`config.mk`:
```
export PLATFORM = sky130hd
export DESIGN_NAME = sdma_ctrl
export DESIGN_NICKNAME = d
export VERILOG_FILES = /design/src/rtl/sdma_pkg.sv /design/src/rtl/sdma_regs.sv /design/src/rtl/sdma_seq.sv /design/src/rtl/sdma_mover.sv /design/src/rtl/sdma_ctrl.sv
export SDC_FILE = /design/constraint.sdc
export NUM_CORES = 1
export LEC_CHECK = 0
export BUFFER_PORTS_ARGS = -buffer_cell sky130_fd_sc_hd__buf_2
export CAP_MARGIN = 0
export CORE_MARGIN = 2
export CORE_UTILIZATION = 30
export CTS_BUF_LIST = sky130_fd_sc_hd__clkbuf_4 sky130_fd_sc_hd__clkbuf_8
export DETAILED_ROUTE_END_ITERATION = 7
export MAX_ROUTING_LAYER = met4
export PLACE_DENSITY_LB_ADDON = 0.3
export SLEW_MARGIN = 20
export SYNTH_ARGS = -nofsm -noshare
export SYNTH_HDL_FRONTEND = slang
export SYNTH_SLANG_ARGS = --single-unit
```
`constraint.sdc`:
```
create_clock -name clk -period 4.1 [get_ports clk]
set_input_delay 0.615 -clock clk [delete_from_list [all_inputs] [get_ports clk]]
set_output_delay 0.615 -clock clk [all_outputs]
set_load 0.02 [all_outputs]
```
`src/rtl/sdma_pkg.sv`:
```
package sdma_pkg;

  localparam int unsigned OFS_MBASE = 'h00;
  localparam int unsigned OFS_GO_IN = 'h04;
  localparam int unsigned OFS_ZERO  = 'h0C;
  localparam int unsigned OFS_GO_OUT = 'h10;
  localparam int unsigned OFS_STAT  = 'h18;

  localparam int unsigned STAT_BUSY_BIT = 0;
  localparam int unsigned STAT_IRQ_BIT  = 12;

  typedef enum logic [1:0] {
    SEQ_IDLE,
    SEQ_WAIT,
    SEQ_CMD
  } seq_state_e;

endpackage

```
`src/rtl/sdma_regs.sv`:
```
module sdma_regs
  import sdma_pkg::*;
#(
  parameter int OFS_W  = 5,
  parameter int MEM_AW = 23,
  parameter int PER_AW = 29
) (
  input  logic              clk,
  input  logic              rst,
  input  logic              reg_sel,
  input  logic              reg_we,
  input  logic [OFS_W-1:0]  reg_addr,
  input  logic [31:0]       reg_wdata,
  output logic [31:0]       reg_rdata,
  output logic              err,
  input  logic              active,
  input  logic              busy,
  input  logic              done_p,
  output logic              start_p,
  output logic              to_mem,
  output logic [MEM_AW-1:0] mem_base,
  output logic [PER_AW-1:0] per_base,
  output logic              irq
);

  localparam logic [31:0] MEM_MASK = 32'((64'd1 << MEM_AW) - 64'd1);
  localparam logic [31:0] PER_MASK = 32'((64'd1 << PER_AW) - 64'd1);

  logic is_mb, is_gi, is_z, is_go, is_st;
  logic wr, rd, rd_ok, wr_ok, start_hit;
  logic [31:0] stat_w;

  always_comb begin
    is_mb = (reg_addr == OFS_W'(OFS_MBASE));
    is_gi = (reg_addr == OFS_W'(OFS_GO_IN));
    is_z  = (reg_addr == OFS_W'(OFS_ZERO));
    is_go = (reg_addr == OFS_W'(OFS_GO_OUT));
    is_st = (reg_addr == OFS_W'(OFS_STAT));
    wr    = reg_sel & reg_we;
    rd    = reg_sel & ~reg_we;
    rd_ok = is_mb | is_gi | is_z | is_go | is_st;
    wr_ok = is_mb | is_gi | is_go | is_st;
    start_hit = wr & (is_gi | is_go);
    start_p   = start_hit & ~active;
    stat_w = (32'(busy) << STAT_BUSY_BIT) | (32'(irq) << STAT_IRQ_BIT);
  end

  always_ff @(posedge clk) begin
    if (rst) begin
      mem_base  <= '0;
      per_base  <= '0;
      to_mem    <= 1'b0;
      irq       <= 1'b0;
      err       <= 1'b0;
      reg_rdata <= '0;
    end else begin
      if (wr && is_mb)
        mem_base <= MEM_AW'(reg_wdata & MEM_MASK);
      if (start_p) begin
        per_base <= PER_AW'(reg_wdata & PER_MASK);
        to_mem   <= is_gi;
      end
      if (done_p)
        irq <= 1'b1;
      else if (wr && is_st)
        irq <= 1'b0;
      if ((wr && !wr_ok) || (rd && !rd_ok))
        err <= 1'b1;
      if (rd) begin
        if (is_mb)
          reg_rdata <= 32'(mem_base);
        else if (is_gi || is_go)
          reg_rdata <= 32'(per_base);
        else if (is_st)
          reg_rdata <= stat_w;
        else
          reg_rdata <= '0;
      end
    end
  end

  // error flag never drops outside reset
  assert_err_sticky_R9: assert property (@(posedge clk) disable iff (rst)
    err |=> err);

  // start while active keeps base and direction
  assert_start_ignored_R10: assert property (@(posedge clk) disable iff (rst)
    (start_hit && active) |=> ($stable(per_base) && $stable(to_mem)));

  // status write without a coincident completion clears the flag
  assert_irq_clear_R8: assert property (@(posedge clk) disable iff (rst)
    (wr && is_st && !done_p) |=> !irq);

endmodule

```
`src/rtl/sdma_seq.sv`:
```
module sdma_seq
  import sdma_pkg::*;
#(
  parameter int DELAY = 16
) (
  input  logic clk,
  input  logic rst,
  input  logic start_p,
  input  logic to_mem,
  input  logic cmd_done,
  output logic busy,
  output logic cmd_req,
  output logic go_p,
  output logic seq_active
);

  localparam int CNT_W = (DELAY > 1) ? $clog2(DELAY) : 1;

  seq_state_e        st;
  logic [CNT_W-1:0]  cnt;

  always_ff @(posedge clk) begin
    if (rst) begin
      st      <= SEQ_IDLE;
      cnt     <= '0;
      busy    <= 1'b0;
      cmd_req <= 1'b0;
      go_p    <= 1'b0;
    end else begin
      cmd_req <= 1'b0;
      go_p    <= 1'b0;
      unique case (st)
        SEQ_IDLE: begin
          if (start_p) begin
            st   <= SEQ_WAIT;
            cnt  <= CNT_W'(DELAY - 1);
            busy <= 1'b1;
          end
        end
        SEQ_WAIT: begin
          if (cnt == '0) begin
            busy <= 1'b0;
            if (to_mem) begin
              st      <= SEQ_CMD;
              cmd_req <= 1'b1;
            end else begin
              st   <= SEQ_IDLE;
              go_p <= 1'b1;
            end
          end else begin
            cnt <= cnt - CNT_W'(1);
          end
        end
        SEQ_CMD: begin
          if (cmd_done && !cmd_req) begin
            st   <= SEQ_IDLE;
            go_p <= 1'b1;
          end
        end
        default: st <= SEQ_IDLE;
      endcase
    end
  end

  assign seq_active = (st != SEQ_IDLE) | go_p;

  // the command request lasts one cycle
  assert_cmd_pulse_R6: assert property (@(posedge clk) disable iff (rst)
    cmd_req |=> !cmd_req);

  // busy drops only when the burst or the handshake is launched
  assert_busy_end_R5: assert property (@(posedge clk) disable iff (rst)
    $fell(busy) |-> (go_p || cmd_req));

endmodule

```
`src/rtl/sdma_mover.sv`:
```
module sdma_mover #(
  parameter int MEM_AW = 23,
  parameter int PER_AW = 29,
  parameter int BURST  = 64
) (
  input  logic              clk,
  input  logic              rst,
  input  logic              go_p,
  input  logic              to_mem,
  input  logic [MEM_AW-1:0] mem_base,
  input  logic [PER_AW-1:0] per_base,
  output logic              run,
  output logic              done_p,
  output logic              mem_en,
  output logic              mem_we,
  output logic [MEM_AW-1:0] mem_addr,
  output logic [7:0]        mem_wdata,
  input  logic [7:0]        mem_rdata,
  output logic              per_en,
  output logic              per_we,
  output logic [PER_AW-1:0] per_addr,
  output logic [7:0]        per_wdata,
  input  logic [7:0]        per_rdata
);

  localparam int NW = $clog2(BURST) + 1;

  logic [NW-1:0]     n, n_prev;
  logic              dir_q;
  logic [MEM_AW-1:0] mb_q;
  logic [PER_AW-1:0] pb_q;
  logic              rd_en, wr_en;

  always_ff @(posedge clk) begin
    if (rst) begin
      run    <= 1'b0;
      done_p <= 1'b0;
      n      <= '0;
      dir_q  <= 1'b0;
      mb_q   <= '0;
      pb_q   <= '0;
    end else begin
      done_p <= 1'b0;
      if (!run) begin
        if (go_p) begin
          run   <= 1'b1;
          n     <= '0;
          dir_q <= to_mem;
          mb_q  <= mem_base;
          pb_q  <= per_base;
        end
      end else if (n == NW'(BURST)) begin
        run    <= 1'b0;
        done_p <= 1'b1;
      end else begin
        n <= n + NW'(1);
      end
    end
  end

  always_comb begin
    n_prev = n - NW'(1);
    rd_en  = run && (n < NW'(BURST));
    wr_en  = run && (n != '0);
    mem_wdata = per_rdata;
    per_wdata = mem_rdata;
    if (dir_q) begin
      per_en   = rd_en;
      per_we   = 1'b0;
      per_addr = pb_q + PER_AW'(n);
      mem_en   = wr_en;
      mem_we   = wr_en;
      mem_addr = mb_q + MEM_AW'(n_prev);
    end else begin
      mem_en   = rd_en;
      mem_we   = 1'b0;
      mem_addr = mb_q + MEM_AW'(n);
      per_en   = wr_en;
      per_we   = wr_en;
      per_addr = pb_q + PER_AW'(n_prev);
    end
  end

  // completion follows the last write step of a full burst
  assert_done_after_last_R7: assert property (@(posedge clk) disable iff (rst)
    done_p |-> $past(run && (n == NW'(BURST))));

  // one side is written per cycle at most
  assert_one_writer_R7: assert property (@(posedge clk) disable iff (rst)
    !(mem_we && per_we));

endmodule

```
`src/rtl/sdma_ctrl.sv`:
```
module sdma_ctrl #(
  parameter int OFS_W  = 5,
  parameter int MEM_AW = 23,
  parameter int PER_AW = 29,
  parameter int BURST  = 64,
  parameter int DELAY  = 16
) (
  input  logic              clk,
  input  logic              rst,
  input  logic              reg_sel,
  input  logic              reg_we,
  input  logic [OFS_W-1:0]  reg_addr,
  input  logic [31:0]       reg_wdata,
  output logic [31:0]       reg_rdata,
  output logic              err,
  output logic              mem_en,
  output logic              mem_we,
  output logic [MEM_AW-1:0] mem_addr,
  output logic [7:0]        mem_wdata,
  input  logic [7:0]        mem_rdata,
  output logic              per_en,
  output logic              per_we,
  output logic [PER_AW-1:0] per_addr,
  output logic [7:0]        per_wdata,
  input  logic [7:0]        per_rdata,
  output logic              cmd_req,
  input  logic              cmd_done,
  output logic              irq
);

  logic start_p, to_mem, busy, go_p, seq_active, run, done_p, active;
  logic [MEM_AW-1:0] mem_base;
  logic [PER_AW-1:0] per_base;

  assign active = seq_active | run;

  sdma_regs #(.OFS_W(OFS_W), .MEM_AW(MEM_AW), .PER_AW(PER_AW)) regs_i (
    .clk(clk), .rst(rst),
    .reg_sel(reg_sel), .reg_we(reg_we), .reg_addr(reg_addr),
    .reg_wdata(reg_wdata), .reg_rdata(reg_rdata), .err(err),
    .active(active), .busy(busy), .done_p(done_p),
    .start_p(start_p), .to_mem(to_mem),
    .mem_base(mem_base), .per_base(per_base), .irq(irq)
  );

  sdma_seq #(.DELAY(DELAY)) seq_i (
    .clk(clk), .rst(rst),
    .start_p(start_p), .to_mem(to_mem), .cmd_done(cmd_done),
    .busy(busy), .cmd_req(cmd_req), .go_p(go_p), .seq_active(seq_active)
  );

  sdma_mover #(.MEM_AW(MEM_AW), .PER_AW(PER_AW), .BURST(BURST)) mover_i (
    .clk(clk), .rst(rst),
    .go_p(go_p), .to_mem(to_mem), .mem_base(mem_base), .per_base(per_base),
    .run(run), .done_p(done_p),
    .mem_en(mem_en), .mem_we(mem_we), .mem_addr(mem_addr),
    .mem_wdata(mem_wdata), .mem_rdata(mem_rdata),
    .per_en(per_en), .per_we(per_we), .per_addr(per_addr),
    .per_wdata(per_wdata), .per_rdata(per_rdata)
  );

endmodule

```
# After elaboration in Yosys (flattened, before gate mapping)
# Index checks and enable logic that the tools add are counted.
[word_totals] register_bits=158 in_bits=58 output_inout_bits=107
[classes] addsub=7 magnitude_cmp=1 eq_ne=12 n_mux=34 bitwise=19 n_reduce_logical=27
[op_table] operator="$mux W32" count=3
[op_table] operator="$add A29 B7 Y29" count=2
[op_table] operator="$add A23 B7 Y23" count=2
[op_table] operator="$mux W29" count=1
[op_table] operator="$mux W23" count=1
[op_table] operator="$mux W7" count=3
[op_table] operator="$mux W1" count=16
[op_table] operator="$or A1 B13 Y13" count=1
[op_table] operator="$eq A5 B5 Y1 const B" count=2
[op_table] operator="$or A1 B1 Y1" count=9
[op_table] operator="$reduce_and A3 Y1" count=3
[op_table] operator="$mux W2" count=4
[op_table] operator="$mux W4" count=2
[op_table] operator="$pmux W4 S2" count=1
[op_table] operator="$reduce_bool A2 Y1" count=4
[op_table] operator="$add A7 B1 Y7 const B" count=1
[op_table] operator="$eq A7 B7 Y1 const B" count=1
[op_table] operator="$logic_and A1 B1 Y1" count=7
[op_table] operator="$lt A7 B7 Y1 const B" count=1
[op_table] operator="$reduce_bool A7 Y1" count=1
[op_table] operator="$sub A7 B1 Y7 const B" count=1
[op_table] operator="$ne A2 B2 Y1 const B" count=3
[op_table] operator="$pmux W2 S3" count=1
[op_table] operator="$eq A5 B3 Y1 const B" count=1
[op_table] operator="16 further kinds" count=29

# Logic depth before layout (Yosys ltp)
# Gate-level depths: netlist of the first run.
[logic_depth] word_depth=8 ltp_mapped=11 depth_no_buf=11

# By module
# Synthesis of the first run repeated with hierarchy kept, for this count alone.
[unflattened] hier_cells=1023 hier_area_um2=8171.6
[by_module_without_submodules] module="sdma_mover" n_inst=1 cells_per_inst=520 area_per_inst_um2=3941.3 seq_area_each_um2=1241.2
[by_module_without_submodules] module="sdma_regs" n_inst=1 cells_per_inst=443 area_per_inst_um2=3708.6 seq_area_each_um2=1681.6
[by_module_without_submodules] module="sdma_seq" n_inst=1 cells_per_inst=59 area_per_inst_um2=515.5 seq_area_each_um2=180.2
[by_module_without_submodules] module="sdma_ctrl" n_inst=1 cells_per_inst=1 area_per_inst_um2=6.3 seq_area_each_um2=0.0

# Worst setup path before layout of the first run
# OpenSTA, ideal clock, no wires.
[synth_path] kind="reg-to-output" start="register mover_i.n[0]" end="output port per_addr[28]" t_arrival_ps=2735 required_ps=3485 slack_ps=750 stages_incl_launch_ff=11 path_buffers=0 cell_sequence="dfxtp_1 > inv_1 > ha_1 > mux2i_1 > inv_1 > fa_1 > nand2b_1 > a21oi_1 > o31ai_1 > nor4_1 > xor2_1"
[synth_between] elab_chain_cells=3
[synth_rtl] element="from (decl)" line="sdma_mover.sv:28" text="logic [NW-1:0] n, n_prev;"
[synth_rtl] element="from (signal assigned)" line="sdma_mover.sv:56" text="n <= n + NW'(1);"
[synth_rtl] element="$sub A7 B1 Y7" line="sdma_mover.sv:62" text="n_prev = n - NW'(1);"
[synth_rtl] element="$add A29 B7 Y29" line="sdma_mover.sv:80" text="per_addr = pb_q + PER_AW'(n_prev);"
[synth_rtl] element="$mux W29 *" line="sdma_mover.sv:67" text="if (dir_q) begin"
[synth_rtl] element="to (decl)" line="sdma_ctrl.sv:23" text="output logic [PER_AW-1:0] per_addr,"
# Every way passes the cells marked *; elsewhere a longest branch is shown, timed or not.

# Final worst setup path of the first run
[layout_path] start="register mover_i.n[1]" end="output port mem_addr[22]"
[layout_between] elab_chain_cells=3
[layout_rtl] element="$sub A7 B1 Y7" line="sdma_mover.sv:62"
[layout_rtl] element="$add A23 B7 Y23" line="sdma_mover.sv:73" text="mem_addr = mb_q + MEM_AW'(n_prev);"
[layout_rtl] element="$mux W23 *" line="sdma_mover.sv:67"
[layout_rtl] element="to (decl)" line="sdma_ctrl.sv:18" text="output logic [MEM_AW-1:0] mem_addr,"
# Marks and branches as above.

==> impl_metrics.ini, run 1 <==
[outcome]
status = finished clean

[cells_and_area]
nFillCells = 2734
nets = 1150
seq_area_sq_mm = 0.003108
multi_input_area_sq_mm = 0.004048
layout_common_cells = 242 x nand2_1, 153 x dfxtp_1, 137 x a21oi_1, 124 x buf_2, 58 x nor2_1
stdcell_area_sq_mm = 0.008866
final_common_cell = nand2_1
drive_gt1_share_pct = 18.32
syn2layout_area_growth_pct = 17.10

[setup_path]
crit_path_end_kind = output pin
crit_required_ns = 3.48
arrival_ns = 3.30
start_kind = flop
crit_slowest_cell = fa_1
crit_chain = inv_1 -> ha_1 -> a21oi_1 -> inv_1 -> fa_1 -> nand2b_1 -> a21oi_2 -> o221ai_4 -> nor4_2 -> xor2_1 -> buf_2
crit_buf_inv = 3
cp_max_fo = 8
critPathKind = reg2out
path_delay_family = adder cells
path_common_cell = inv_1
slowest_delay_ns = 0.43

[sta]
worst_pin_slew_ns = 0.8608
period_needed_ns = 3.913
hold_violations = 0
setup_violations = 0
post-route-period-util_pct = 95.43
finalClockSkew_ns = 0.01044
max_freq_mhz = 255.6
slew_headroom_pct = 42.49
final_max_slew_viol_count = 0
grt_setup_unrepaired = yes
fin_hold_ws_ns = 0.3825

[floorplanning]
rows = 58
coreArea_sq_mm = 0.02496
chipHeight_microns = 162.9
die_x_microns = 162.9
initial_core_util_pct = 30.33
io_pins = 165
die_area_sq_mm = 0.02652

[place]
placed_area_sq_mm = 0.008399
portBuffers = 126
hpwlAfterDp_mm = 15.76
gp_congestion = 0.8640

[power_and_ir_drop]
ir_drop_uv = 188.4
power_density_mw_per_mm2 = 318.3
p_leak_uw = 0.003447

[synth]
ys_types = 50
yosysWarnings = 0
seq_area_frac_synth_pct = 40.98
synthArstFlopShare_pct = 0
syn_area_sq_mm = 0.007571
synth-main-ff-cell = dfxtp_1
syn_area_per_cell_sq_um = 7.741
ys_ff_latch = 155
synth_cells = 978
synth_edf_count = 0

[drt]
ant_nets = 0
routedWlPerCell_microns = 15.66
wl_mm = 22.11
first_iter_violations = 528
route.vias.total = 6873
firstDrtPassIters = 5
drc = 0
vias_per_cell = 4.868

[run]
cap_violations = 0

[clocking]
ctsHoldBuffers = 0
clk_pin_slew_ns = 0.09
clock_path_buffers = 2
numCtsBuffers = 17
root_buffer = clkbuf_8
htreeDepth = 4
cts_tree = built
clk_latency_ns = 0.46
cts.sinks = 155

[global_route]
grt_pass1_vias = 6448
overflow = 0
antenna_found_initial = 1
track_usage_pct = 17.26
grt_pass1_wl_mm = 34.58
grt_max_degree = 88

[hold_path]
min_path_type = in2reg
-- worst paths after layout --
check	from	to	slack, ns	cells after the start
worst min-delay path	reg_wdata[26]	regs_i.per_base[26]$_SDFFE_PP0P_	0.38	3
worst max-delay path	mover_i.n[1]$_SDFFE_PP0P_	mem_addr[22]	0.19	11
worst min register to register	regs_i.reg_rdata[26]$_SDFFE_PP0P_	regs_i.reg_rdata[26]$_SDFFE_PP0P_	0.46	2
worst max register to register	mover_i.run$_SDFF_PP0_	seq_i.st[1]$_SDFFE_PP0P_	1.89	5
-- report_power, final --
part           internal [uW]  total (uW)  switching (uW)
logic                   49.8         156             106
clock network            531        1130             603
registers               1520        1530            10.5
total                   2100        2820             720
-- worst register-to-register path, cell delays in order (launching register included) --
cell and delay, ns:
dfxtp_1 0.41, and4bb_2 0.35, nand4_1 0.52, nand2_1 0.47, a211oi_1 0.12, a31o_2 0.24
-- stage by stage --
stage	total power (uW)	instances	setup TNS, ns	util, %	worst slack, ns
2_1_floorplan	1682	980	0	-	0.7496
3_3_place_gp	1725	1378	0	33.64	0.4080
3_5_place_dp	1726	1378	0	33.65	0.3344
4_1_cts	2857	1411	0	35.39	0.06798
5_1_grt	2933	1412	-0.04017	35.52	-0.02188
6_report	2822	1412	0	35.52	0.1873
-- sequential cells by signal, summed over array words and instances (netlist names) --
signal,count
mover_i.dir_q,1
regs_i.err,1
regs_i.per_base,29
mover_i.n,7
mover_i.done_p,1
mover_i.run,1
seq_i.busy,1
seq_i.cmd_req,1
mover_i.pb_q,29
seq_i.cnt,4
mover_i.mb_q,23
regs_i.reg_rdata,29
seq_i.go_p,1
regs_i.irq,1
regs_i.mem_base,23
regs_i.to_mem,1
seq_i.st,2
-- area by class of cell --
type	count	share of cell area (%)
multi-input cells	722	45.65
well taps	330	4.657
flip-flops and latches	155	35.06
clock buffers	21	3.119
diodes	1	0.02822
inverters	26	1.101
clock inverters	11	1.242
repair buffers	146	9.145
-- layer usage --
metal  up-vias  wire length [microns]  GRT usage [%]
met3        31                   1121          3.591
met1      3181                  10580          22.68
met4         0                    299          4.988
met2       168                  10110          26.81
met5         -                      0              -
li1       3493                      -              -
-- cells by family (layout without fill, tap and decap cells) --
family | after synthesis | in the layout | synth area share, %
buffers and inverters | 103 | 204 | 6.478
adder cells (fa/ha/maj) | 24 | 24 | 4.165
multiplexers | 1 | 1 | 0.1322
AND/OR/NAND/NOR | 422 | 422 | 24.54
XOR/XNOR | 59 | 59 | 6.825
flip-flops | 155 | 155 | 40.99
other | 1 | 4 | 0.04953
AO/OA/AOI/OAI | 213 | 213 | 16.82
-- what timing repair did --
item                                    4_1_cts  5_1_grt
gates resized for setup                       6        7
pin swaps                                     1        0
endpoints found under the setup margin       10       15
buffers inserted                              1        0
-- cell usage after synthesis (all sizes together) (2+ instances only) --
master	instances	area (sq um)
a222oi	2	20.02
buf	33	227.7
a31o	3	26.28
a221oi	21	183.9
o31ai	4	30.03
xor2	25	219.0
a211oi	9	67.56
and3	12	75.07
a311oi	2	17.52
nand2	243	912.1
o21a	5	37.54
xnor2	34	297.8
dfxtp	155	3103
nor3b	3	22.52
o211ai	4	30.03
nor2	58	217.7
inv	26	97.59
nand3	26	130.1
nor4	8	65.06
nand3b	5	37.54
a21o	3	22.52
ha	22	275.3
o21ai	11	58.81
nor2b	4	25.02
nand4	10	62.56
fa	2	40.04
clkbuf	44	165.2
a31oi	4	25.02
a21oi	139	695.7
nand2b	9	56.30
nor3	39	206.5
Note: power is estimated with default switching activity, not from simulation.
==> run 2, diff against run 1 <==
Settings changed: CORE_MARGIN 2 to unset, SYNTH_HIERARCHICAL set to 1.
==> run 2 against run 1 <==
Sequential power is essentially flat. Largest power group unchanged. Via count grew 12%. Utilization shrank 0.94 points. Critical path type unchanged. Sequential share of layout area shrank 1.5 points.
==> impl_metrics.ini, run 2 <==
[floorplanning]
coreArea_sq_mm = 0.02680
io_pins = 165
die_area_sq_mm = 0.02790
rows = 60
initial_core_util_pct = 30.49
die_x_microns = 167.0
chipHeight_microns = 167.0

[power_and_ir_drop]
clkPwrFrac_pct = 38.0
power_frac_seq_pct = 53.7
p_leak_uw = 0.003413
switching_power_uw = 795.0
p_sw_share_pct = 27.72
power_density_mw_per_mm2 = 309.5
ir_drop_uv = 178.8
p_int_uw = 2073
p_comb_share_pct = 8.3

[place]
portBuffers = 126
gp_congestion = 0.8783
dp_slack_ns = 0.5597
place_inst = 1397
hpwlAfterDp_mm = 17.82

[synth]
yosysMostFrequentCell = dfxtp_1
seq_area_frac_synth_pct = 37.97
synth_edf_count = 0
synth_area_leader_cell = dfxtp_1
netlist.area_leader.share_pct = 37.97
synth_cells = 1023
syn_area_per_cell_sq_um = 7.988
ys_ff_latch = 155
synthTopCellsByCount = 155 x dfxtp_1, 140 x nand2_1, 123 x a21oi_1
yosysWarnings = 6
syn_area_sq_mm = 0.008172
synth-main-ff-cell = dfxtp_1
ys_top_cells_by_area = dfxtp_1 38%, a21oi_1 7.5%, nand2_1 6.4%
ys_types = 70
synthArstFlopShare_pct = 0

[cells_and_area]
nets = 1158
final_cells = 1430
syn2layout_area_growth_pct = 13.38
final_util_pct = 34.57
drive_gt1_share_pct = 18.37
layout_common_cells = 152 x dfxtp_1, 140 x nand2_1, 125 x buf_2, 123 x a21oi_1, 85 x nand3_1
nFillCells = 2852
final_common_cell = dfxtp_1
diodes = 0
reg_top3 = mover_i/pb_q (29), regs_i/per_base (29), regs_i/reg_rdata (29)

[drt]
routedWlPerCell_microns = 17.92
wl_mm = 25.63
ant_nets = 0
firstDrtPassIters = 5
vias_per_cell = 5.365
drc = 0
route.vias.total = 7672
first_iter_violations = 637

[sta]
final_max_slew_viol_count = 0
finalClockSkew_ns = 0.01828
worst_slack_ns = 0.2332
worst_pin_slew_ns = 1.151
period_needed_ns = 3.867
hold_violations = 0
grt_setup_unrepaired = yes
post-route-period-util_pct = 94.31
max_freq_mhz = 258.6
slew_headroom_pct = 22.81
setup_violations = 0

[setup_path]
start_kind = flop
critPathKind = reg2out
crit_required_ns = 3.48
crit_path_end_kind = output pin
rrSetupSlack_ns = 1.65
cp_max_fo = 9
arrival_ns = 3.25

[clocking]
root_buffer = clkbuf_8
ctsHoldBuffers = 0
cts_setup_buffers = 0
clk_latency_ns = 0.47
cts_tree = built
clock_path_buffers = 2
clk_pin_slew_ns = 0.09
htreeDepth = 4
cts.sinks = 155
numCtsBuffers = 17

[outcome]
status = finished clean

[global_route]
grt_util_met1_pct = 27.22
gr-usage-met2_pct = 26.98
overflow = 0
grt_pass1_vias = 7117
track_usage_pct = 18.99
busiest_layer = met1
grt_pass1_wl_mm = 40.24
antenna_found_initial = 1
use_met3_pct = 3.398
grt_max_degree = 89

[run]
cap_violations = 0

[hold_path]
min_path_type = in2reg
[run 2: timing repair]
action                                 4_1_cts  5_1_grt
gates resized for setup                      0        9
setup endpoints to repair                    0       23
endpoints found under the hold margin        0        0
[run 2: critical path, stage by stage (launching register included)]
cell	delay, ns
dfxtp_1	0.61
nor2_4	0.12
nand2_1	0.11
nor2_2	0.05
xor2_1	0.16
ha_1	0.34
nand3_1	0.09
o22ai_1	0.35
nor2_1	0.19
nor3b_1	0.32
xor2_1	0.26
buf_2	0.21
[run 2: power by group through the flow]
stage	clock network [uW]	logic, uW	registers, uW
after floorplan	0	157	1590
after global placement	0	231	1570
after detailed placement	0	232	1570
after CTS	1120	233	1540
after global routing	1180	256	1540
final	1090	238	1540
[run 2: per-stage QoR]
step	instance area [sq um]	power, uW	hold WS, ns	setup TNS (ns)
6_report	9265	2868	0.4112	0
5_1_grt	9265	2977	0.3733	-0.01630
4_1_cts	9211	2889	0.3839	0
3_5_place_dp	8846	1806	0.4480	0
3_3_place_gp	8846	1806	0.4469	0
2_1_floorplan	8179	1742	0.4406	0
[run 2: kinds of logic after synthesis]
logic type / synth area share, %
muxes: 0.6737
adders and majority gates: 3.858
DFF: 37.97
other: 0.04589
AOI/OAI and AO/OA: 19.00
buffers and inverters: 7.518
and+or+nand+nor: 24.41
xor gates and xnor gates: 6.523
[run 2: worst paths after layout]
path                                startpoint                          endpoint  cells after the start
setup / recovery     mover_i/n[2]$_SDFFE_PP0P_                      per_addr[27]                     11
hold / removal                   reg_wdata[25]  regs_i/per_base[25]$_SDFFE_PP0P_                      3
setup reg to reg      seq_i/st[0]$_SDFFE_PP0P_  regs_i/per_base[17]$_SDFFE_PP0P_                      8
hold reg to reg   mover_i/pb_q[5]$_SDFFE_PP0P_      mover_i/pb_q[5]$_SDFFE_PP0P_                      2
[run 2: per-layer routing]
metal | vias to the layer above | wire length (microns) | part of all wire, %
met2 | 270 | 11130 | 43
met4 | 0 | 359 | 1.4
met3 | 22 | 1570 | 6.1
met1 | 3657 | 12570 | 49
met5 | - | 0 | 0
li1 | 3723 | - | -
[run 2: cell type report]
| class | instances | area [sq um] | area share (%) |
|---|---|---|---|
| Inverter | 18 | 67.56 | 0.7292 |
| Tap cell | 341 | 426.7 | 4.605 |
| Clock buffer | 18 | 241.5 | 2.606 |
| Sequential cell | 155 | 3107 | 33.53 |
| Timing Repair Buffer | 138 | 760.7 | 8.211 |
| Multi-Input combinational cell | 746 | 4538 | 48.98 |
| Clock inverter | 14 | 123.9 | 1.337 |
==> run 3, diff against run 2 <==
Settings changed: PLACE_DENSITY_LB_ADDON 0.3 to unset.
==> run 3 against run 2 <==
First-iteration DRC count increased by 7.5%. Hold slack got worse by 0.0031 ns. Die area unchanged. Global-route usage decreased by 0.30 points. Sequential cell count unchanged. Setup slack improved by 0.0018 ns. Power increased by 3.6%. Cell count increased by 0.84%. Clock power increased by 10%. Critical endpoint is now per_addr[18]. Utilization increased by 0.35 points. Register-to-register slack improved by 0.09 ns. Largest power group unchanged. Via count decreased by 1.2%.
==> impl_metrics.ini, run 3 (synthesized netlist as in run 2, its figures left out) <==
[place]
dp_slack_ns = 0.4722
place_inst = 1400
portBuffers = 126
gp_congestion = 0.8693
hpwlAfterDp_mm = 17.30

[setup_path]
cp_max_fo = 7
rrSetupSlack_ns = 1.74
cp.depth = 11
arrival_ns = 3.25
regToRegStartpoint = seq_i/st[0]$_SDFFE_PP0P_
crit_path_start = mover_i/n[0]$_SDFFE_PP0P_
critPathKind = reg2out
crit_required_ns = 3.48
crit_buf_inv = 3
slowest_delay_ns = 0.45
crit_chain = inv_1 -> ha_1 -> mux2i_2 -> inv_1 -> fa_1 -> nor2b_2 -> o31a_4 -> o21ba_4 -> and4_1 -> xor2_1 -> buf_2
crit_slowest_cell = fa_1
path_delay_family = adder cells
crit_path_end_kind = output pin
rr_worst_depth = 9
path_common_cell = inv_1
start_kind = flop

[sta]
final_max_slew_viol_count = 0
worst_pin_slew_ns = 1.056
finalClockSkew_ns = 0.01158
grt_setup_unrepaired = no
hold_violations = 0
final.setup.tns_ns = 0
max_freq_mhz = 258.7
setup_violations = 0
worst_slack_ns = 0.2350
post-route-period-util_pct = 94.27
slew_headroom_pct = 29.58
period_needed_ns = 3.865

[power_and_ir_drop]
power_frac_seq_pct = 51.7
p_total_uw = 2972
p_leak_uw = 0.003455
power_density_mw_per_mm2 = 317.6
ir_drop_uv = 206.9
p_int_uw = 2230
switching_power_uw = 742.5
p_comb_share_pct = 7.9
clkPwrFrac_pct = 40.4
p_sw_share_pct = 24.98

[drt]
drc = 0
ant_nets = 0
wl_met1_mm = 12.08
top_layer_used = met4
routedWlPerCell_microns = 17.41
route.vias.total = 7579
vias_per_cell = 5.256
wl_mm = 25.11
wl_met2_mm = 10.67
first_iter_violations = 685
met3WireLength_mm = 2.013
firstDrtPassIters = 5

[clocking]
cts_tree = built
clk_latency_ns = 0.46
root_buffer = clkbuf_8
clock_path_buffers = 2
clk_pin_slew_ns = 0.08
cts.sinks = 155
numCtsBuffers = 17
htreeDepth = 4

[hold_path]
min_from = reg_wdata[26]
min_path_cells = 3
min_path_type = in2reg

[floorplanning]
chipHeight_microns = 167.0
rows = 60
initial_core_util_pct = 30.49
die_x_microns = 167.0
io_pins = 165
die_area_sq_mm = 0.02790
coreArea_sq_mm = 0.02680

[global_route]
track_usage_pct = 18.69
antenna_found_initial = 9
grt_pass1_vias = 7048
grt_pass1_wl_mm = 39.96
overflow = 0
grt_max_degree = 90

[cells_and_area]
final_cells = 1442
reg_top3 = mover_i/pb_q (29), regs_i/per_base (29), regs_i/reg_rdata (29)
syn2layout_area_growth_pct = 14.53
final_common_cell = dfxtp_1
drive_gt1_share_pct = 18.61
nets = 1162
layout_common_cells = 152 x dfxtp_1, 140 x nand2_1, 125 x buf_2, 123 x a21oi_1, 85 x nand3_1

[run]
cap_violations = 0

[outcome]
status = finished clean
-- run 3: cell count changes in the layout (fill, tap and decap cells not counted), sizes merged, moves of 3 or more --
cell,change
buf,+4
clkbuf,+4
diode,+10
clkinvlp,-3
clkinv,-3
-- run 3: worst paths after layout --
kind / end
min reg2reg: regs_i/reg_rdata[27]$_SDFFE_PP0P_
max reg2reg: seq_i/cnt[3]$_SDFFE_PP0P_
min: regs_i/per_base[26]$_SDFFE_PP0P_
max: per_addr[18]
-- run 3: power by group through the flow --
stage | registers [uW] | clock network [uW] | logic [uW]
floorplan | 1590 | 0 | 157
global placement | 1570 | 0 | 230
detailed placement | 1570 | 0 | 234
CTS | 1540 | 1230 | 235
global route | 1540 | 1290 | 256
finish | 1540 | 1200 | 236
-- run 3: worst min-delay path, cell delays in order --
cell and delay [ns]:
buf_2 0.10, nand4_1 0.06, a21oi_1 0.05
-- run 3: final cells by class --
class | instances | area [sq um]
clock buffers | 22 | 284.0
flip-flops and latches | 155 | 3107
diodes | 10 | 25.02
inverters | 18 | 67.56
fillers | 2833 | 17440
repair buffers | 142 | 778.2
well taps | 341 | 426.7
multi-input cells | 746 | 4552
clock inverters | 8 | 118.9
-- run 3: through the flow --
stage / area [sq um] / util (%) / hold WS (ns)
after floorplan: 8179 / - / 0.4406
after global placement: 8848 / 33.02 / 0.4367
after detailed placement: 8869 / 33.09 / 0.4427
after CTS: 9279 / 34.62 / 0.3762
after global routing: 9356 / 34.91 / 0.3888
final: 9359 / 34.92 / 0.4081
-- run 3: routing by layer --
layer / vias to the layer above / GRT usage (%)
met5: - / -
met4: 0 / 6.240
met3: 23 / 4.919
met2: 255 / 25.60
met1: 3557 / 26.16
li1: 3744 / -
-- run 3: what timing repair did --
action                     4_1_cts  5_1_grt
setup buffers                    0        2
setup endpoints to repair        9       24
hold buffers                     0        0
resized for setup                2       10
pin swaps                        0        1
